## src/rtl/addr_chain_pkg.sv

```systemverilog
package addr_chain_pkg;

  typedef enum logic [1:0] {
    ST_IDLE     = 2'd0,
    ST_WAIT_SEL = 2'd1,
    ST_WAIT_MSG = 2'd2,
    ST_DONE     = 2'd3
  } chainState_t;

  // Strobes from control to datapath
  typedef struct packed {
    logic filtEn;    // run the low-level qualification counter
    logic loadAddr;  // capture message address
    logic clrAddr;   // clear stored address
  } dpStrobe_t;

endpackage

```

## src/rtl/addr_chain_dp.sv

```systemverilog
module addr_chain_dp
  import addr_chain_pkg::*;
#(
  parameter int ADDR_W      = 6,
  parameter int SEL_CYCLES  = 4,
  parameter int SYNC_STAGES = 2
) (
  input  logic              clk,
  input  logic              rstN,
  input  logic              chainIn,
  input  logic [ADDR_W-1:0] msgAddr,
  input  dpStrobe_t         stb,
  output logic              selReady,
  output logic              msgAddrOk,
  output logic [ADDR_W-1:0] nodeAddr
);

  localparam int CNT_W = $clog2(SEL_CYCLES + 1);
  localparam logic [CNT_W-1:0] CNT_MAX = CNT_W'(SEL_CYCLES);

  logic             syncOut;
  logic [CNT_W-1:0] lowCnt;

  // Input synchroniser; reset value matches an idle (high) chain
  generate
    if (SYNC_STAGES == 1) begin : g_sync1
      logic syncQ;
      always_ff @(posedge clk or negedge rstN) begin
        if (!rstN) syncQ <= 1'b1;
        else       syncQ <= chainIn;
      end
      assign syncOut = syncQ;
    end else begin : g_syncN
      logic [SYNC_STAGES-1:0] syncQ;
      always_ff @(posedge clk or negedge rstN) begin
        if (!rstN) syncQ <= '1;
        else       syncQ <= {syncQ[SYNC_STAGES-2:0], chainIn};
      end
      assign syncOut = syncQ[SYNC_STAGES-1];
    end
  endgenerate

  // Consecutive-low counter, saturating at the qualification length
  always_ff @(posedge clk or negedge rstN) begin
    if (!rstN) begin
      lowCnt <= '0;
    end else if (!stb.filtEn || syncOut) begin
      lowCnt <= '0;
    end else if (lowCnt != CNT_MAX) begin
      lowCnt <= lowCnt + 1'b1;
    end
  end

  assign selReady  = (lowCnt == CNT_MAX);
  assign msgAddrOk = |msgAddr;

  // Address register
  always_ff @(posedge clk or negedge rstN) begin
    if (!rstN) begin
      nodeAddr <= '0;
    end else if (stb.clrAddr) begin
      nodeAddr <= '0;
    end else if (stb.loadAddr) begin
      nodeAddr <= msgAddr;
    end
  end

endmodule

```

## src/rtl/addr_chain_ctrl.sv

```systemverilog
module addr_chain_ctrl
  import addr_chain_pkg::*;
(
  input  logic      clk,
  input  logic      rstN,
  input  logic      startCmd,
  input  logic      msgStrobe,
  input  logic      selReady,
  input  logic      msgAddrOk,
  output dpStrobe_t stb,
  output logic      chainOut,
  output logic      addrValid
);

  chainState_t state, nextState;

  always_comb begin
    nextState = state;
    stb       = '0;
    if (startCmd) begin
      nextState   = ST_WAIT_SEL;
      stb.clrAddr = 1'b1;
    end else begin
      unique case (state)
        ST_IDLE: nextState = ST_IDLE;
        ST_WAIT_SEL: begin
          stb.filtEn = 1'b1;
          if (selReady) nextState = ST_WAIT_MSG;
        end
        ST_WAIT_MSG: begin
          if (msgStrobe && msgAddrOk) begin
            nextState    = ST_DONE;
            stb.loadAddr = 1'b1;
          end
        end
        ST_DONE: nextState = ST_DONE;
        default: nextState = ST_IDLE;
      endcase
    end
  end

  always_ff @(posedge clk or negedge rstN) begin
    if (!rstN) begin
      state     <= ST_IDLE;
      chainOut  <= 1'b1;
      addrValid <= 1'b0;
    end else begin
      state     <= nextState;
      chainOut  <= (nextState != ST_DONE);
      addrValid <= (nextState == ST_DONE);
    end
  end

endmodule

```

## src/rtl/addr_chain_node.sv

```systemverilog
module addr_chain_node
  import addr_chain_pkg::*;
#(
  parameter int ADDR_W      = 6,
  parameter int SEL_CYCLES  = 4,
  parameter int SYNC_STAGES = 2
) (
  input  logic              clk,
  input  logic              rstN,
  input  logic              startCmd,
  input  logic              chainIn,
  input  logic              msgStrobe,
  input  logic [ADDR_W-1:0] msgAddr,
  output logic              chainOut,
  output logic [ADDR_W-1:0] nodeAddr,
  output logic              addrValid
);

  dpStrobe_t stb;
  logic      selReady;
  logic      msgAddrOk;

  addr_chain_ctrl i_ctrl (
    .clk       (clk),
    .rstN      (rstN),
    .startCmd  (startCmd),
    .msgStrobe (msgStrobe),
    .selReady  (selReady),
    .msgAddrOk (msgAddrOk),
    .stb       (stb),
    .chainOut  (chainOut),
    .addrValid (addrValid)
  );

  addr_chain_dp #(
    .ADDR_W      (ADDR_W),
    .SEL_CYCLES  (SEL_CYCLES),
    .SYNC_STAGES (SYNC_STAGES)
  ) i_dp (
    .clk       (clk),
    .rstN      (rstN),
    .chainIn   (chainIn),
    .msgAddr   (msgAddr),
    .stb       (stb),
    .selReady  (selReady),
    .msgAddrOk (msgAddrOk),
    .nodeAddr  (nodeAddr)
  );

endmodule

```

## config.mk

```make
export PLATFORM = sky130hd
export DESIGN_NAME = addr_chain_node
export DESIGN_NICKNAME = d
export VERILOG_FILES = /design/src/rtl/addr_chain_pkg.sv /design/src/rtl/addr_chain_dp.sv /design/src/rtl/addr_chain_ctrl.sv /design/src/rtl/addr_chain_node.sv
export SDC_FILE = /design/constraint.sdc
export NUM_CORES = 1
export LEC_CHECK = 0
export ABC_AREA = 1
export BUFFER_PORTS_ARGS = -buffer_cell sky130_fd_sc_hd__buf_2
export CORE_MARGIN = 5
export CORE_UTILIZATION = 49
export CTS_CLUSTER_DIAMETER = 150
export DETAILED_ROUTE_END_ITERATION = 10
export PLACE_DENSITY = 0.77
export SETUP_SLACK_MARGIN = 0.05
export SLEW_MARGIN = 20
export SYNTH_ARGS = -nofsm -noshare
export SYNTH_HDL_FRONTEND = slang
export SYNTH_SLANG_ARGS = --single-unit
```

## constraint.sdc

```tcl
create_clock -name clk -period 1.3 [get_ports clk]
set_input_delay 0.065 -clock clk [delete_from_list [all_inputs] [get_ports clk]]
set_output_delay 0.065 -clock clk [all_outputs]
set_load 0.01 [all_outputs]
```

Word level (Yosys, flattened, before mapping)
Cells that the tools add are included.

cells by class
  $add $sub $neg = 1
  equality and inequality tests = 7
  mux-type cells = 13
  reduce and logical (&&, ||, !) cells = 7

operators by type and width
  kind                                           number
  2-to-1 mux 6 bit                               2
  2-to-1 mux 2 bit                               4
  case mux 2 bit (4 select lines)                1
  == test 2 bit, second input constant           3
  2-to-1 mux 3 bit                               2
  OR reduction 6 bit                             1
  2-to-1 mux 1 bit                               4
  nonzero test 2 bit                             2
  adder 3 x 1 -> 3 bit, second input constant    1
  == test 3 bit, second input constant           1
  != test 3 bit, second input constant           1
  == test 2 x 1 -> 1 bit, second input constant  1
  logical NOT 2 bit                              1
  != test 2 bit, second input constant           1
  logical AND 1 bit                              1
  logical NOT 1 bit                              1
  logical OR 1 bit                               1

word-level totals
  bits of input ports = 11
  register bits = 15
  word-level logic and storage cells = 34
  output and inout port bits = 8

Depth between registers and ports, before layout
  word-level depth = 8
  mapped depth = 9
  mapped depth without buffers = 9

By module
Synthesis repeated with hierarchy kept, for this count alone.

second synthesis, totals
  cells, all modules = 83
  area total of the unflattened synthesis = 695.7 um^2

modules (own cells, without submodules)
  module           times used  cells an instance  area an instance (um^2)  sequential area each (um^2)
  addr_chain_dp    1           59                 495.5                    277.8
  addr_chain_ctrl  1           24                 200.2                    101.3

Worst setup path after synthesis
No wires, ideal clock.

  path type = reg-to-reg
  from = register i_dp.lowCnt[0]
  to = register i_ctrl.addrValid
  cell stages (with the launch flop) = 10
  path buffers = 0
  clock period less this slack = 1.103 ns
  library setup time = 0.112 ns
  data arrival time = 0.991 ns
  slack = 0.197 ns
  required time = 1.188 ns
  path through = dfrtp_1 -> inv_1 -> ha_1 -> nand2_2 -> nand2_2 -> nand2_1 -> inv_1 -> nand3_2 -> nand2_2 -> inv_2

between the ends
  cells in the longest elaborated chain, start to end = 5

RTL lines
  what                             line                   text
  start, declared                  addr_chain_dp.sv:22    logic [CNT_W-1:0] lowCnt;
  start signal, assigned           addr_chain_dp.sv:50    lowCnt <= lowCnt + 1'b1;
  == test 3 bit                    addr_chain_dp.sv:54    assign selReady = (lowCnt == CNT_MAX);
  2-to-1 mux 2 bit                 addr_chain_ctrl.sv:28  if (selReady) nextState = ST_WAIT_MSG;
  case mux 2 bit (4 select lines)  addr_chain_ctrl.sv:24  unique case (state)
  2-to-1 mux 2 bit                 addr_chain_ctrl.sv:20  if (startCmd) begin
  == test 2 bit                    addr_chain_ctrl.sv:50  addrValid <= (nextState == ST_DONE);
  end signal, assigned             addr_chain_ctrl.sv:50
  end, declared                    addr_chain_ctrl.sv:12  output logic addrValid

No other way between the ends.
A chain may end at the register's enable or synchronous reset.

Worst setup path in the final report
Same ends and word-level chain as after synthesis.

==> run_results.csv <==
group,metric,value,unit
status,outcome,"finished, final reports clean",
timing,finalSetupTns,0,ns
critical_path,ff2ff_setup_slack,0.13,ns
timing,drv_slew,0,
timing,fmax,854,MHz
critical_path,path_class,"reg -> reg",
timing,rsz0062_at_grt,"no",
yosys,yosys-top-cells-area,"dfrtp_1 (42%), dfstp_2 (11%), nand3_1 (8.3%)",
final_layout,finalNetCount,112,
yosys,synth_edf_count,0,
yosys,synth.avg_cell_area,10.0,um^2
yosys,synth_seq_area_share,52.6,%
timing,min_period_over_period,90.1,%
timing,period_minus_slack,1.17,ns
power_and_ir_drop,power_density,904,nW/um^2
critical_path,r2r_start,"i_dp.lowCnt[0]$_DFFE_PN0P_",
detailed_routing,drc,0,
placed_design,pre_cts_slack,0.112,ns
timing,hold_ws,0.0516,ns
power_and_ir_drop,irDropWorstVdd,0.689,mV
floorplan,io_pins,19,
critical_path,reg2regPathDepth,9,
clocking,h-tree-depth,1,
final_layout,fin_util,66.8,%
yosys,synth_area,721,um^2
worst_hold_path,min_from,"msgAddr[4]",
placed_design,gp_congestion,0.764,
clocking,tritoncts,"built",
final_layout,area_delta_synth_final,25.2,%
worst_hold_path,holdCritPathClass,"in -> reg",
clocking,cts_buffers,3,
detailed_routing,vias_per_cell,4.94,
grt,grt_util_all_layers,12.1,%
grt,antenna_found_initial,0,
timing,slew_headroom,78.0,%
clocking,clk_path_buf_depth,2,
critical_path,cp_max_fo,5,
detailed_routing,wl,1330,um
detailed_routing,drt_iter0_markers,10,
floorplan,start_util,53.4,%
clocking,clk_pin_slew,0.09,ns
worst_hold_path,holdPathStages,3,
yosys,synth_top_area_cell,"dfrtp_1",
critical_path,r2r-end,"i_ctrl.addrValid$_DFF_PN0_",
final_layout,n_antenna_cell,0,
timing,setup_viol,0,
timing,finalHoldViolCount,0,
timing,setup_ws,0.128,ns
yosys,ys.flop_type,"dfrtp_1",
grt,grt_pass1_wl,2310,um
critical_path,worstPathArrival,1.35,ns
floorplan,dieArea,2340,um^2
yosys,yosysWarnings,0,
final_layout,n_fill_cell,109,
detailed_routing,drt-pass1-iter-count,4,
detailed_routing,route.vias.total,558,
yosys,synthArstFlopShare,100,%
yosys,yosysTopAreaCellShare,41.7,%
yosys,synth_cell_types,23,
run,maxCapViolations,0,
grt,grt_max_degree,16,
clocking,clkLatencyLatePin,0.28,ns
critical_path,startpoint,"i_dp.lowCnt[0]$_DFFE_PN0P_",
floorplan,die_w,48.4,um
power_and_ir_drop,p_leak,0.491,nW
detailed_routing,drtAntennaViolNets,0,
worst_hold_path,min_to,"i_dp.nodeAddr[4]$_DFFE_PN0P_",
detailed_routing,wl_per_cell,11.8,um
floorplan,die_y,48.4,um
floorplan,core_area,1350,um^2
timing,worst_slew_pin_slew,0.330,ns
placed_design,port_buffers,18,
grt,grt_pass1_vias,501,
critical_path,worstPathRequired,1.48,ns
critical_path,endpoint_kind,"flip-flop",
final_layout,drive_gt1_share,45.9,%
floorplan,rows,13,
clocking,cts_sinks,15,
yosys,yosys_register_bits,15,
critical_path,cp-start-kind,"flip-flop",
yosys,postSynthCellCount,72,
grt,grt-ovfl-total,0,
yosys,synth_fp_nets,85,
timing,fin_skew,0.00261,ns
placed_design,dp_hpwl,965,um
yosys,ys_top_cells_by_count,"dfrtp_1 (12), nand3_1 (12), inv_1 (6), nand2_1 (6), nor2_1 (5)",
clocking,clockRootBuffer,"clkbuf_4",
[flip-flops by register name, indices dropped and copies added (netlist names)]
name                flops
i_ctrl.addrValid        1
i_ctrl.chainOut         1
i_ctrl.state            2
i_dp.g_syncN.syncQ      2
i_dp.lowCnt             3
i_dp.nodeAddr           6
[metal layers]
metal  GRT usage (%)  up-vias  part of all wire (%)
li1                -      291                     -
met1            18.8      247                    50
met2            15.0       18                    42
met3            3.36        2                   6.6
met4            5.53        0                   1.1
met5               0        -                     0
[stage by stage]
step / std cells / power [mW] / instance area [um^2]
after floorplan: 72 / 0.517 / 721
after detailed placement: 104 / 0.551 / 825
after global routing: 113 / 0.853 / 902
after CTS: 111 / 0.821 / 881
after global placement: 104 / 0.549 / 825
final: 113 / 0.816 / 902
[power breakdown]
| part | total [mW] | leakage (nW) | internal [mW] | switching [mW] |
|---|---|---|---|---|
| registers | 0.480 | 0.193 | 0.476 | 0.00397 |
| logic | 0.0727 | 0.283 | 0.0305 | 0.0422 |
| clock network | 0.263 | 0.0150 | 0.119 | 0.144 |
| total | 0.816 | 0.491 | 0.626 | 0.190 |
[logic make-up after synthesis]
group                      share of synthesized area [%]
adders and majority gates                           3.47
xor gates and xnor gates                            1.22
buffers and inverters                               5.73
AOI/OAI and AO/OA                                   4.69
and+or+nand+nor                                     32.3
DFF                                                 52.6
[timing repair]
item,CTS,global route
hold endpoints to repair,17,0
hold buffers,3,0
endpoints found under the setup margin,0,2
buffers inserted,0,2
gates resized for setup,0,4
[cells in the final DEF (no fill, tap or decap), types with 2 or more instances in the layout]
| master | n |
|---|---|
| nor2_2 | 3 |
| nand2_4 | 2 |
| nand2_1 | 5 |
| inv_2 | 4 |
| ha_1 | 2 |
| dfrtp_1 | 12 |
| dfstp_2 | 3 |
| buf_2 | 18 |
| nor2_1 | 5 |
| o21ai_1 | 3 |
| buf_4 | 2 |
| nand4_1 | 3 |
| inv_1 | 3 |
| dlygate4sd3_1 | 3 |
| nand3_1 | 12 |
| clkbuf_4 | 3 |
| nand2_2 | 4 |
[worst max-delay path by stage]
stage          slack, ns  cells after the start                    endpoint
2_1_floorplan       0.20                      9  i_ctrl.addrValid$_DFF_PN0_
5_1_grt             0.03                      9  i_ctrl.addrValid$_DFF_PN0_
6_report            0.13                      9  i_ctrl.addrValid$_DFF_PN0_
4_1_cts             0.10                      8  i_dp.lowCnt[1]$_DFFE_PN0P_
3_3_place_gp        0.15                      9  i_ctrl.addrValid$_DFF_PN0_
3_5_place_dp        0.11                      9  i_ctrl.addrValid$_DFF_PN0_
[worst max-delay path, cell delays in order (launching register included)]
cell     delay [ns]
dfrtp_1        0.41
inv_2          0.07
ha_1           0.16
nand2_2        0.09
nand2_2        0.09
nand2_2        0.05
inv_2          0.04
nand3_2        0.07
nand2_2        0.08
inv_2          0.03
[cell type report]
type,count,area (um^2),area share [%]
flip-flops and latches,15,379,42.0
multi-input cells,47,303,33.6
repair buffers,23,135,15.0
inverters,9,40.0,4.44
clock buffers,4,26.3,2.91
well taps,15,18.8,2.08
No activity file was read; power rests on OpenSTA's default activity.
